## src/rtl/dhb_pkg.sv

```systemverilog
package dhb_pkg;

    parameter int CNT_W   = 12;
    parameter int MIN_PER = 4;

    typedef enum logic [1:0] {
        ZD_TOP_BOT = 2'd0,
        ZD_TOP     = 2'd1,
        ZD_BOT     = 2'd2,
        ZD_BOT_TOP = 2'd3
    } zdec_e;

    typedef enum logic [1:0] {
        LV_ZERO_AFTER_POS = 2'd0,
        LV_ZERO_AFTER_NEG = 2'd1,
        LV_POS            = 2'd2,
        LV_NEG            = 2'd3
    } level_e;

    typedef struct packed {
        logic [CNT_W-1:0] per;
        logic [CNT_W-1:0] duty_pri;
        logic [CNT_W-1:0] duty_sec;
        logic [CNT_W-1:0] phase;
        zdec_e            zdec_pri;
        zdec_e            zdec_sec;
        logic             sab;
        logic             pos;
    } cfg_t;

    localparam logic [3:0] G_POS  = 4'b1001;
    localparam logic [3:0] G_NEG  = 4'b0110;
    localparam logic [3:0] G_ZTOP = 4'b0101;
    localparam logic [3:0] G_ZBOT = 4'b1010;

    function automatic logic [3:0] gates_of(level_e lv, zdec_e dec);
        logic after_pos;
        logic use_top;
        after_pos = (lv == LV_ZERO_AFTER_POS);
        unique case (dec)
            ZD_TOP_BOT: use_top = after_pos;
            ZD_TOP:     use_top = 1'b1;
            ZD_BOT:     use_top = 1'b0;
            default:    use_top = !after_pos;
        endcase
        unique case (lv)
            LV_POS:  return G_POS;
            LV_NEG:  return G_NEG;
            default: return use_top ? G_ZTOP : G_ZBOT;
        endcase
    endfunction

endpackage

```

## src/rtl/dhb_timebase.sv

```systemverilog
module dhb_timebase
    import dhb_pkg::*;
(
    input  logic             clk,
    input  logic             rst,
    input  cfg_t             cfg_in,
    output logic [CNT_W-1:0] cnt_o,
    output cfg_t             cfg_o
);
    localparam logic [CNT_W-1:0] PER_FLOOR = CNT_W'(MIN_PER);
    localparam logic [CNT_W-1:0] ONE       = CNT_W'(1);

    cfg_t             clean;
    logic [CNT_W-1:0] per_even;
    logic [CNT_W-1:0] half;
    logic [CNT_W-1:0] cnt_q;
    cfg_t             cfg_q;
    logic             at_end;

    always_comb begin
        clean    = cfg_in;
        per_even = {cfg_in.per[CNT_W-1:1], 1'b0};
        clean.per = (per_even < PER_FLOOR) ? PER_FLOOR : per_even;
        half     = clean.per >> 1;
        if (cfg_in.duty_pri > half) clean.duty_pri = half;
        if (cfg_in.duty_sec > half) clean.duty_sec = half;
        if (cfg_in.phase >= clean.per) clean.phase = '0;
    end

    assign at_end = (cnt_q == cfg_q.per - ONE);

    always_ff @(posedge clk) begin
        if (rst) begin
            cnt_q <= '0;
            cfg_q <= clean;
        end else if (at_end) begin
            cnt_q <= '0;
            cfg_q <= clean;
        end else begin
            cnt_q <= cnt_q + ONE;
        end
    end

    assign cnt_o = cnt_q;
    assign cfg_o = cfg_q;

    assert_cnt_range_R6: assert property (@(posedge clk) disable iff (rst)
        cnt_q < cfg_q.per);
    assert_wrap_to_zero_R6: assert property (@(posedge clk) disable iff (rst)
        (cnt_q == cfg_q.per - ONE) |=> (cnt_q == '0));
    assert_cfg_held_R6: assert property (@(posedge clk) disable iff (rst)
        (cnt_q != cfg_q.per - ONE) |=> $stable(cfg_q));
    assert_duty_bound_R8: assert property (@(posedge clk) disable iff (rst)
        (cfg_q.duty_pri <= (cfg_q.per >> 1)) && (cfg_q.duty_sec <= (cfg_q.per >> 1)));

endmodule

```

## src/rtl/dhb_level_gen.sv

```systemverilog
module dhb_level_gen
    import dhb_pkg::*;
(
    input  logic [CNT_W-1:0] pos_i,
    input  logic [CNT_W-1:0] per_i,
    input  logic [CNT_W-1:0] duty_i,
    output level_e           level_o
);
    logic [CNT_W-1:0] half;
    logic [CNT_W-1:0] h;
    logic [CNT_W-1:0] lo;
    logic [CNT_W-1:0] hi;
    logic             second;

    always_comb begin
        half   = per_i >> 1;
        second = (pos_i >= half);
        h      = second ? (pos_i - half) : pos_i;
        lo     = (half - duty_i) >> 1;
        hi     = lo + duty_i;
        if (h >= lo && h < hi)
            level_o = second ? LV_NEG : LV_POS;
        else if (second)
            level_o = (h < lo) ? LV_ZERO_AFTER_POS : LV_ZERO_AFTER_NEG;
        else
            level_o = (h >= hi) ? LV_ZERO_AFTER_POS : LV_ZERO_AFTER_NEG;
    end

endmodule

```

## src/rtl/dhb_modulator.sv

```systemverilog
module dhb_modulator
    import dhb_pkg::*;
(
    input  logic             clk,
    input  logic             rst,
    input  logic [CNT_W-1:0] period_i,
    input  logic [CNT_W-1:0] duty_pri_i,
    input  logic [CNT_W-1:0] duty_sec_i,
    input  logic [CNT_W-1:0] phase_i,
    input  logic [1:0]       zdec_pri_i,
    input  logic [1:0]       zdec_sec_i,
    input  logic             sab_en_i,
    input  logic             pwr_pos_i,
    output logic [3:0]       gate_pri_o,
    output logic [3:0]       gate_sec_o
);
    localparam int NB = 2;

    cfg_t             cfg_in;
    cfg_t             cfg;
    logic [CNT_W-1:0] cnt;
    logic [CNT_W-1:0] pos   [NB];
    logic [CNT_W-1:0] duty  [NB];
    zdec_e            dec   [NB];
    logic             run   [NB];
    logic [3:0]       gates [NB];

    always_comb begin
        cfg_in.per      = period_i;
        cfg_in.duty_pri = duty_pri_i;
        cfg_in.duty_sec = duty_sec_i;
        cfg_in.phase    = phase_i;
        cfg_in.zdec_pri = zdec_e'(zdec_pri_i);
        cfg_in.zdec_sec = zdec_e'(zdec_sec_i);
        cfg_in.sab      = sab_en_i;
        cfg_in.pos      = pwr_pos_i;
    end

    dhb_timebase u_tb (
        .clk    (clk),
        .rst    (rst),
        .cfg_in (cfg_in),
        .cnt_o  (cnt),
        .cfg_o  (cfg)
    );

    generate
        for (genvar b = 0; b < NB; b++) begin : g_bridge
            level_e lvl;
            if (b == 0) begin : g_pri
                assign pos[b]  = cnt;
                assign duty[b] = cfg.duty_pri;
                assign dec[b]  = cfg.zdec_pri;
                assign run[b]  = !cfg.sab || cfg.pos;
            end else begin : g_sec
                assign pos[b]  = (cfg.sab || cnt >= cfg.phase) ?
                                 (cnt - (cfg.sab ? '0 : cfg.phase)) :
                                 ((cfg.per - cfg.phase) + cnt);
                assign duty[b] = cfg.duty_sec;
                assign dec[b]  = cfg.zdec_sec;
                assign run[b]  = !cfg.sab || !cfg.pos;
            end

            dhb_level_gen u_lvl (
                .pos_i   (pos[b]),
                .per_i   (cfg.per),
                .duty_i  (duty[b]),
                .level_o (lvl)
            );

            assign gates[b] = (rst || !run[b]) ? 4'b0000 : gates_of(lvl, dec[b]);
        end
    endgenerate

    assign gate_pri_o = gates[0];
    assign gate_sec_o = gates[1];

    assert_leg_exclusive_R9: assert property (@(posedge clk)
        !(gate_pri_o[0] && gate_pri_o[1]) && !(gate_pri_o[2] && gate_pri_o[3]) &&
        !(gate_sec_o[0] && gate_sec_o[1]) && !(gate_sec_o[2] && gate_sec_o[3]));
    assert_reset_quiet_R1: assert property (@(posedge clk)
        rst |-> (gate_pri_o == 4'b0000 && gate_sec_o == 4'b0000));
    assert_passive_off_R7: assert property (@(posedge clk) disable iff (rst)
        cfg.sab |-> (cfg.pos ? (gate_sec_o == 4'b0000) : (gate_pri_o == 4'b0000)));
    assert_sec_pos_range_R5: assert property (@(posedge clk) disable iff (rst)
        pos[1] < cfg.per);

endmodule

```

## config.mk

```make
export PLATFORM = sky130hd
export DESIGN_NAME = dhb_modulator
export DESIGN_NICKNAME = d
export VERILOG_FILES = /design/src/rtl/dhb_pkg.sv /design/src/rtl/dhb_timebase.sv /design/src/rtl/dhb_level_gen.sv /design/src/rtl/dhb_modulator.sv
export SDC_FILE = /design/constraint.sdc
export NUM_CORES = 1
export LEC_CHECK = 0
export BUFFER_PORTS_ARGS = -buffer_cell sky130_fd_sc_hd__buf_4
export CAP_MARGIN = 20
export CELL_PAD_IN_SITES_DETAIL_PLACEMENT = 1
export CELL_PAD_IN_SITES_GLOBAL_PLACEMENT = 1
export CORE_AREA = 2 2 141 143
export DETAILED_ROUTE_END_ITERATION = 6
export DIE_AREA = 0 0 143 145
export PLACE_DENSITY = 0.85
export SLEW_MARGIN = 10
export SYNTH_ARGS = -nofsm -noshare
export SYNTH_HDL_FRONTEND = slang
export SYNTH_SLANG_ARGS = --single-unit
```

## constraint.sdc

```tcl
create_clock -name clk -period 13.21 [get_ports clk]
set_input_delay 1.321 -clock clk [delete_from_list [all_inputs] [get_ports clk]]
set_output_delay 1.321 -clock clk [all_outputs]
set_load 0.05 [all_outputs]
```

# Word level (Yosys, flattened, before mapping)
# Index checks and enable logic that the tools add are counted.
# op_classes
n_mux	28
magnitude_cmp	15
n_reduce_logical	19
addsub	11
n_eq_ne	9
# ops
op	count
$mux 54	2
$mux 12	8
$ge 12x11->1	4
$ge 12x12->1	4
$add 11x12->12	2
$gt 12x11->1	2
$lt 12x11->1	2
$lt 12x12->1	2
$sub 11x12->12	2
$sub 12x11->12	2
$sub 12x12->12	2
$mux 4	4
$pmux 4 s2	2
$add 12x1->12 const B	1
$add 12x12->12	1
$eq 12x12->1	1
$eq 2x2->1 const B	6
$lt 12x3->1 const B	1
$sub 12x1->12 const B	1
$logic_not 2->1	4
$mux 2	4
$logic_not 1->1	6
$mux 1	6
$pmux 1 s3	2
5 further kinds	11
# totals
regBits	66

# Depth between registers and ports, before layout
# Gate-level depths: netlist of run 1.
# logic_depth
ltp_word	15
mapped_depth	33
ltp_nobuf	30

# Cells and area by module
# A second synthesis of run 1 with hierarchy kept.
# hier_totals
cells_unflattened	1195
area_unflattened_um2	10375.0
# modules_own_cells
mod	area_each_um2	n_inst	seq_area_each_um2	cells_per_inst
dhb_timebase	3751.1	1	1831.8	305
dhb_level_gen (g_bridge[1].u_lvl)	2383.5	1	0.0	309
dhb_level_gen (g_bridge[0].u_lvl)	2293.4	1	0.0	317
dhb_modulator	1946.9	1	0.0	264

# Least setup slack after synthesis of run 1
# OpenSTA, ideal clock, no wires.
# synth_path
kind	register to output
start	register u_tb.cfg_q (netlist bit u_tb.cfg_o[44])
end	output port gate_sec_o[0]
stages_incl_launch_ff	30
arrival_ns	7.540
path_slack_ns	4.349
required_ns	11.889
cell_sequence	edfxtp_1 inv_1 fa_1 inv_1 fa_1 a211oi_1 o21bai_1 a21oi_1 o21bai_1 a21oi_1 xor2_1 mux2i_1 ha_1 a211oi_1 a221oi_1 a311oi_2 o211ai_1 nand2_1 buf_2 clkbuf_1 o21ai_0 ha_1 a211o_1 o32a_1 a21o_1 nor3_1 a21oi_1 a2111oi_4 nor4_4 nor3b_1
# synth_between
elab_chain_cells	15
# synth_rtl
item	line	text
start: declaration	dhb_timebase.sv:17	cfg_t cfg_q;
start signal: assignment	dhb_timebase.sv:35	cfg_q <= clean;
start signal: assignment	dhb_timebase.sv:38	cfg_q <= clean;
$sub 12x12->12	dhb_modulator.sv:58	((cfg.per - cfg.phase) + cnt);
$add 12x12->12	dhb_modulator.sv:58	
$mux 12	dhb_modulator.sv:56	assign pos[b] = (cfg.sab || cnt >= cfg.phase) ?
$sub 12x11->12 or $ge 12x11->1 (tied branches)	dhb_level_gen.sv:18, dhb_level_gen.sv:17	
$mux 12	dhb_level_gen.sv:18	h = second ? (pos_i - half) : pos_i;
$ge 12x12->1 or $lt 12x11->1 (tied branches)	dhb_level_gen.sv:26, dhb_level_gen.sv:24	
$mux 1 (on tied branches)	dhb_level_gen.sv:26, dhb_level_gen.sv:24	
$mux 2	dhb_level_gen.sv:23	else if (second)
$mux 2 (*)	dhb_level_gen.sv:21	if (h >= lo && h < hi)
$logic_not 2->1	dhb_pkg.sv:39	after_pos = (lv == LV_ZERO_AFTER_POS);
$logic_not 1->1	dhb_pkg.sv:44	default: use_top = !after_pos;
$pmux 1 s3	dhb_pkg.sv:40	unique case (dec)
$mux 4	dhb_pkg.sv:49	default: return use_top ? G_ZTOP : G_ZBOT;
$pmux 4 s2 (*)	dhb_pkg.sv:46	unique case (lv)
$mux 4 (*)	dhb_modulator.sv:71	assign gates[b] = (rst || !run[b]) ? 4'b0000 : gates_of(lvl, dec[b]);
end: declaration	dhb_modulator.sv:15	output logic [3:0] gate_sec_o
# Mark *: on every way between the ends. The rest lies on a longest branch, timed or not.

# Final worst setup path of run 1
# Same ends and word-level chain as after synthesis.

==> flow_summary.yaml, run 1 <==
synth:
  synth-seq-cells: 65
  yosysWarningCount: 0
  yosysTopAreaCell: "ha_1"
  synthArstFlopShare_pct: 0
  yosysSeqAreaShare_pct: 18.7
  avgSynthCellArea_sq_um: 8.55
  synthTopCellsByArea: "ha_1, edfxtp_1, xnor2_1"
  synth_edf_count: 53
  synth_area_sq_um: 9820
  yosysTopAreaCellShare_pct: 22.7
  ys.flop_type: "edfxtp_1"
  syn_inst: 1149
  synth.distinct_cells: 75
critical_path:
  crit_start: "u_tb.cfg_o[44]"
  worstPathArrival_ps: 8530
  slowest_stage: "fa_1"
  worst_path_largest_cell_delay_ps: 600
  crit_type: "register to primary output"
  reg2regPathDepth: 10
  cp_common_cell: "a21oi_1"
  timing.rr.start: "u_tb.cfg_o[44]"
  critPathCaptureType: "primary output"
  worstPathRequired_ps: 11890
  cp-start-kind: "register"
  cp_max_fo: 21
timing:
  rsz0062_at_grt: "no"
  max-slew-margin-rel_pct: 42.8
  worst_pin_slew_ps: 855
  timing.final.crit_share_pct: 74.6
  clock_skew_ps: 8.03
  tns_ps: 0
  slew_viol_final: 0
  finalSetupViolCount: 0
  timing.fmax_mhz: 101
  period_needed_ps: 9850
  hold_viol_final: 0
final_layout:
  layout_common_cells: "ha_1, inv_1, a21oi_1"
  drive_above_1_share_pct: 11.5
  area_growth_pct: 10.5
  final_common_cell: "ha_1"
  fin_nets: 1455
  layout.cells.non_filler: 1474
clock_network:
  clock-sinks: 65
  cts-resized-gates: 0
  cts.path.max_buffers: 2
  cts_root_buffer: "clkbuf_16"
  clk_latency_ps: 350
  cts_buffers: 9
  htree_levels: 3
  clk_pin_slew_ps: 60
  cts_hold_buffers: 0
  postCtsSetupRepairBufs: 0
  cts_tree: "built"
placement:
  dp_hpwl_um: 25000
  portBuffers: 62
  dp.cells: 1457
  gp_congestion: 0.942
detailed_routing:
  routedWlPerCell_um: 20.9
  drtIter0Drc: 377
  firstDrtPassIters: 4
  ant_nets: 0
  viasPerCell: 6.03
  drt-total-wl_um: 30800
  route.vias.total: 8890
  drc: 0
min_path:
  hold_class: "register to register"
  hold_depth: 1
  hp-start: "u_tb.cnt_o[0]"
grt:
  grt_pass1_wl_um: 49400
  overflow: 0
  grt_pass1_vias: 9554
  grt_max_degree: 50
  grt.total_usage_pct: 30.4
  antenna_found_initial: 1
floorplan:
  die_x_um: 143
  initial_core_util_pct: 51.1
  core_sq_um: 19200
  die-area_sq_um: 20700
  die_height_um: 145
  fp-row-count: 51
  boundaryPins: 64
run_status:
  status: "complete, no violations"
power_and_ir_drop:
  total_leakage_power_uw: 0.00498
  ir_drop_mv: 0.0850
  powerDensity_nw_per_um2: 128
flow_run:
  maxCapViolations: 0
## Yosys cell counts, types with 22 or more instances
library cell,n
a21o_1,23
a21oi_1,77
edfxtp_1,53
ha_1,178
inv_1,141
mux2_2,30
nand2_1,64
nand2b_1,31
nand3_1,30
nor2_1,68
nor2b_1,22
nor3_1,24
o21a_1,22
o21ai_0,60
xnor2_1,61
xor2_1,31
## metal layers
metal | part of all wire [%] | vias to the layer above | track usage [%]
met3 | 4.5 | 81 | 4.92
met1 | 43 | 4338 | 37.6
met5 | 0.023 | - | 0
met4 | 5.1 | 2 | 15.9
met2 | 47 | 239 | 50.3
li1 | - | 4230 | -
## cell families after synthesis
logic type | share of synthesized area, %
other | 0.0382
flip-flops | 18.7
AND/OR/NAND/NOR | 15.6
buffers and inverters | 6.42
multiplexers | 4.10
adder cells (fa/ha/maj) | 26.3
XOR/XNOR | 8.93
AO/OA/AOI/OAI | 19.9
## critical path, delay by kind of cell (launching register included)
family | cells | cell delay [ps]
adder cells (fa/ha/maj) | 4 | 1840
AO/OA/AOI/OAI | 16 | 3690
AND/OR/NAND/NOR | 4 | 1130
XOR/XNOR | 1 | 80
multiplexers | 1 | 270
buffers and inverters | 3 | 600
flip-flops | 1 | 530
## final cells by class
cell class / instances / area, sq um
multi-input combinational: 920 / 7390
tap: 265 / 332
inverter: 141 / 529
antenna: 1 / 2.50
timing repair buffer: 66 / 495
fill: 2306 / 8350
sequential: 65 / 1830
clock buffer: 9 / 225
clock inverter: 7 / 45.0
## sequential cells by signal, indices dropped and copies added, names as in the netlist
signal,count
u_tb.cfg_o,53
u_tb.cnt_o,12
## per-stage QoR
| step | instance area [sq um] | hold slack (ps) | worst slack, ps | power [uW] | utilization, % |
|---|---|---|---|---|---|
| after detailed placement | 10600 | 600 | 3840 | 1140 | 55.0 |
| after global placement | 10600 | 568 | 4010 | 1100 | 54.9 |
| final | 10900 | 631 | 3360 | 1390 | 56.5 |
| after CTS | 10800 | 613 | 3410 | 1380 | 56.4 |
| after floorplan | 9820 | 567 | 4350 | 916 | - |
| after global routing | 10900 | 677 | 2760 | 1490 | 56.5 |
## power breakdown
part / internal (uW) / switching [uW]
sequential: 238 / 20.8
clock: 126 / 102
combinational: 372 / 526
total: 737 / 649
## final timing paths
path                    end  slack, ps
max           gate_sec_o[0]       3360
min           u_tb.cnt_o[0]        630
max reg2reg  u_tb.cfg_o[28]       9320
min reg2reg   u_tb.cnt_o[0]        630
Power figures use the tool's default switching activity.
==> run 2: changes to the inputs <==
Settings changed: CORE_AREA 2 2 141 143 to 2 2 153 155, DIE_AREA 0 0 143 145 to 0 0 155 157, PLACE_DENSITY 0.85 to 0.76.
Clock period 13.21 ns to 9 ns, I/O delays scaled along.
==> run 2 against run 1 <==
Final cell count up 2.6%. Die area up 17%. Final area up 2.1%. Flip-flop and latch count unchanged. Critical path type unchanged. Largest power group unchanged.
==> flow_summary.yaml, run 2 (synthesized netlist as in run 1, its figures left out) <==
run_status:
  status: "complete, no violations"
detailed_routing:
  ant_nets: 0
  drtIter0Drc: 371
  route.vias.total: 8678
  viasPerCell: 5.74
  drt-total-wl_um: 29800
  routedWlPerCell_um: 19.7
  drc: 0
  firstDrtPassIters: 4
grt:
  overflow: 0
  grt.total_usage_pct: 25.2
  grt_pass1_vias: 9231
  grt_max_degree: 50
  antenna_found_initial: 0
  grt_pass1_wl_um: 47700
timing:
  period_needed_ps: 8580
  max-slew-margin-rel_pct: 38.2
  slew_viol_final: 0
  timing.fmax_mhz: 117
  finalSetupViolCount: 0
  clock_skew_ps: 8.78
  timing.final.crit_share_pct: 95.3
  worst_pin_slew_ps: 924
  rsz0062_at_grt: "no"
  tns_ps: 0
  hold_viol_final: 0
placement:
  dp_hpwl_um: 24900
  portBuffers: 62
  postPlaceCellArea_sq_um: 10700
  gp_congestion: 0.906
clock_network:
  cts_hold_buffers: 0
  clock-sinks: 65
  cts_tree: "built"
  cts.path.max_buffers: 2
  clk_pin_slew_ps: 60
  clk_latency_ps: 350
  cts_buffers: 9
  htree_levels: 3
  cts_root_buffer: "clkbuf_16"
power_and_ir_drop:
  ir_drop_mv: 0.0919
  total_leakage_power_uw: 0.00511
  powerDensity_nw_per_um2: 189
final_layout:
  largest_reg_flops: 53
  layout_common_cells: "ha_1, inv_1, buf_4"
  drive_above_1_share_pct: 13.4
  area_growth_pct: 12.8
  fin_nets: 1474
  multi_input_area_sq_um: 7410
  final_common_cell: "ha_1"
  fin_area_sq_um: 11100
  final.fill_count: 2698
  regArea_sq_um: 1830
  diodes: 0
min_path:
  hp-start: "u_tb.cnt_o[0]"
  hold_depth: 2
  hold_class: "register to register"
  whs_endpoint: "u_tb.cnt_o[0]"
critical_path:
  cp_max_fo: 6
  cp-start-kind: "register"
  worstPathArrival_ps: 7680
  worst_path_largest_cell_delay_ps: 560
  timing.rr.start: "u_tb.cfg_o[44]"
  cp_common_cell: "ha_1"
  reg2reg_to: "u_tb.cfg_o[22]"
  critPathCaptureType: "primary output"
  cp_num_buf_inv: 4
  worstPathRequired_ps: 8100
  cpLargestDelayFamily: "compound AO/OA/AOI/OAI gates"
  crit_type: "register to primary output"
  slowest_stage: "fa_1"
  ff2ff_setup_slack_ps: 5480
  reg2regPathDepth: 11
flow_run:
  maxCapViolations: 0
floorplan:
  die_height_um: 157
  initial_core_util_pct: 43.6
  fp-row-count: 55
  die_x_um: 155
  boundaryPins: 64
  die-area_sq_um: 24300
  core_sq_um: 22500
==> run 2: cell types whose count changed in the layout (fill, tap and decap cells not counted), sizes merged <==
| cell | before | now |
|---|---|---|
| buf | 66 | 83 |
| clkinvlp | 2 | 0 |
| diode | 1 | 0 |
| clkinv | 4 | 3 |
| nand2 | 64 | 66 |
| bufinv | 0 | 2 |
| inv | 142 | 143 |
==> run 2: tightest hold or removal path: cells and delay by family (launching register included) <==
kind,cells,cell delay (ps)
DFF,1,330
buffers and inverters,1,170
and+or+nand+nor,1,60
==> run 2: how the worst max path moves through the flow <==
stage,start,endpoint,depth (start not counted)
after floorplan,u_tb.cfg_o[44],gate_sec_o[0],29
after global placement,u_tb.cnt_o[2],gate_sec_o[0],29
after detailed placement,u_tb.cnt_o[2],gate_sec_o[0],28
after CTS,u_tb.cnt_o[2],gate_sec_o[0],28
after global routing,u_tb.cfg_o[45],gate_sec_o[0],29
final,u_tb.cfg_o[45],gate_sec_o[0],29
==> run 2: metal layers <==
layer	GRT usage [%]	part of all wire, %	up-vias
li1	-	-	4271
met3	4.05	4.3	59
met5	0	0	-
met4	11.6	4.3	0
met2	43.3	47	152
met1	31.1	45	4196
==> run 2: layout make-up <==
class                           instances  share of cell area, %
Clock buffer                            9                   2.03
Clock inverter                          7                  0.926
Inverter                              141                   4.78
Multi-Input combinational cell        922                   66.9
Sequential cell                        65                   16.5
Tap cell                              285                   3.22
Timing Repair Buffer                   83                   5.60
==> run 2: power by group <==
part           internal [uW]  switching [uW]
Sequential               349            20.8
Combinational            557             773
Clock                    246             151
==> run 2: what timing repair did <==
item | CTS | global route
gates resized for setup | 0 | 7
setup buffers | 0 | 4
endpoints found under the setup margin | 0 | 4
==> run 2: per-stage QoR <==
stage                     util, %  power [uW]  hold WS (ps)  worst slack (ps)  cells
after floorplan                 -        1340           567               560   1150
after global placement       47.4        1630           586               538   1488
after detailed placement     47.4        1680           593               436   1488
after CTS                    48.9        2090           606              23.8   1504
after global routing         49.2        2280           640              21.0   1512
final                        49.2        2100           605               419   1512
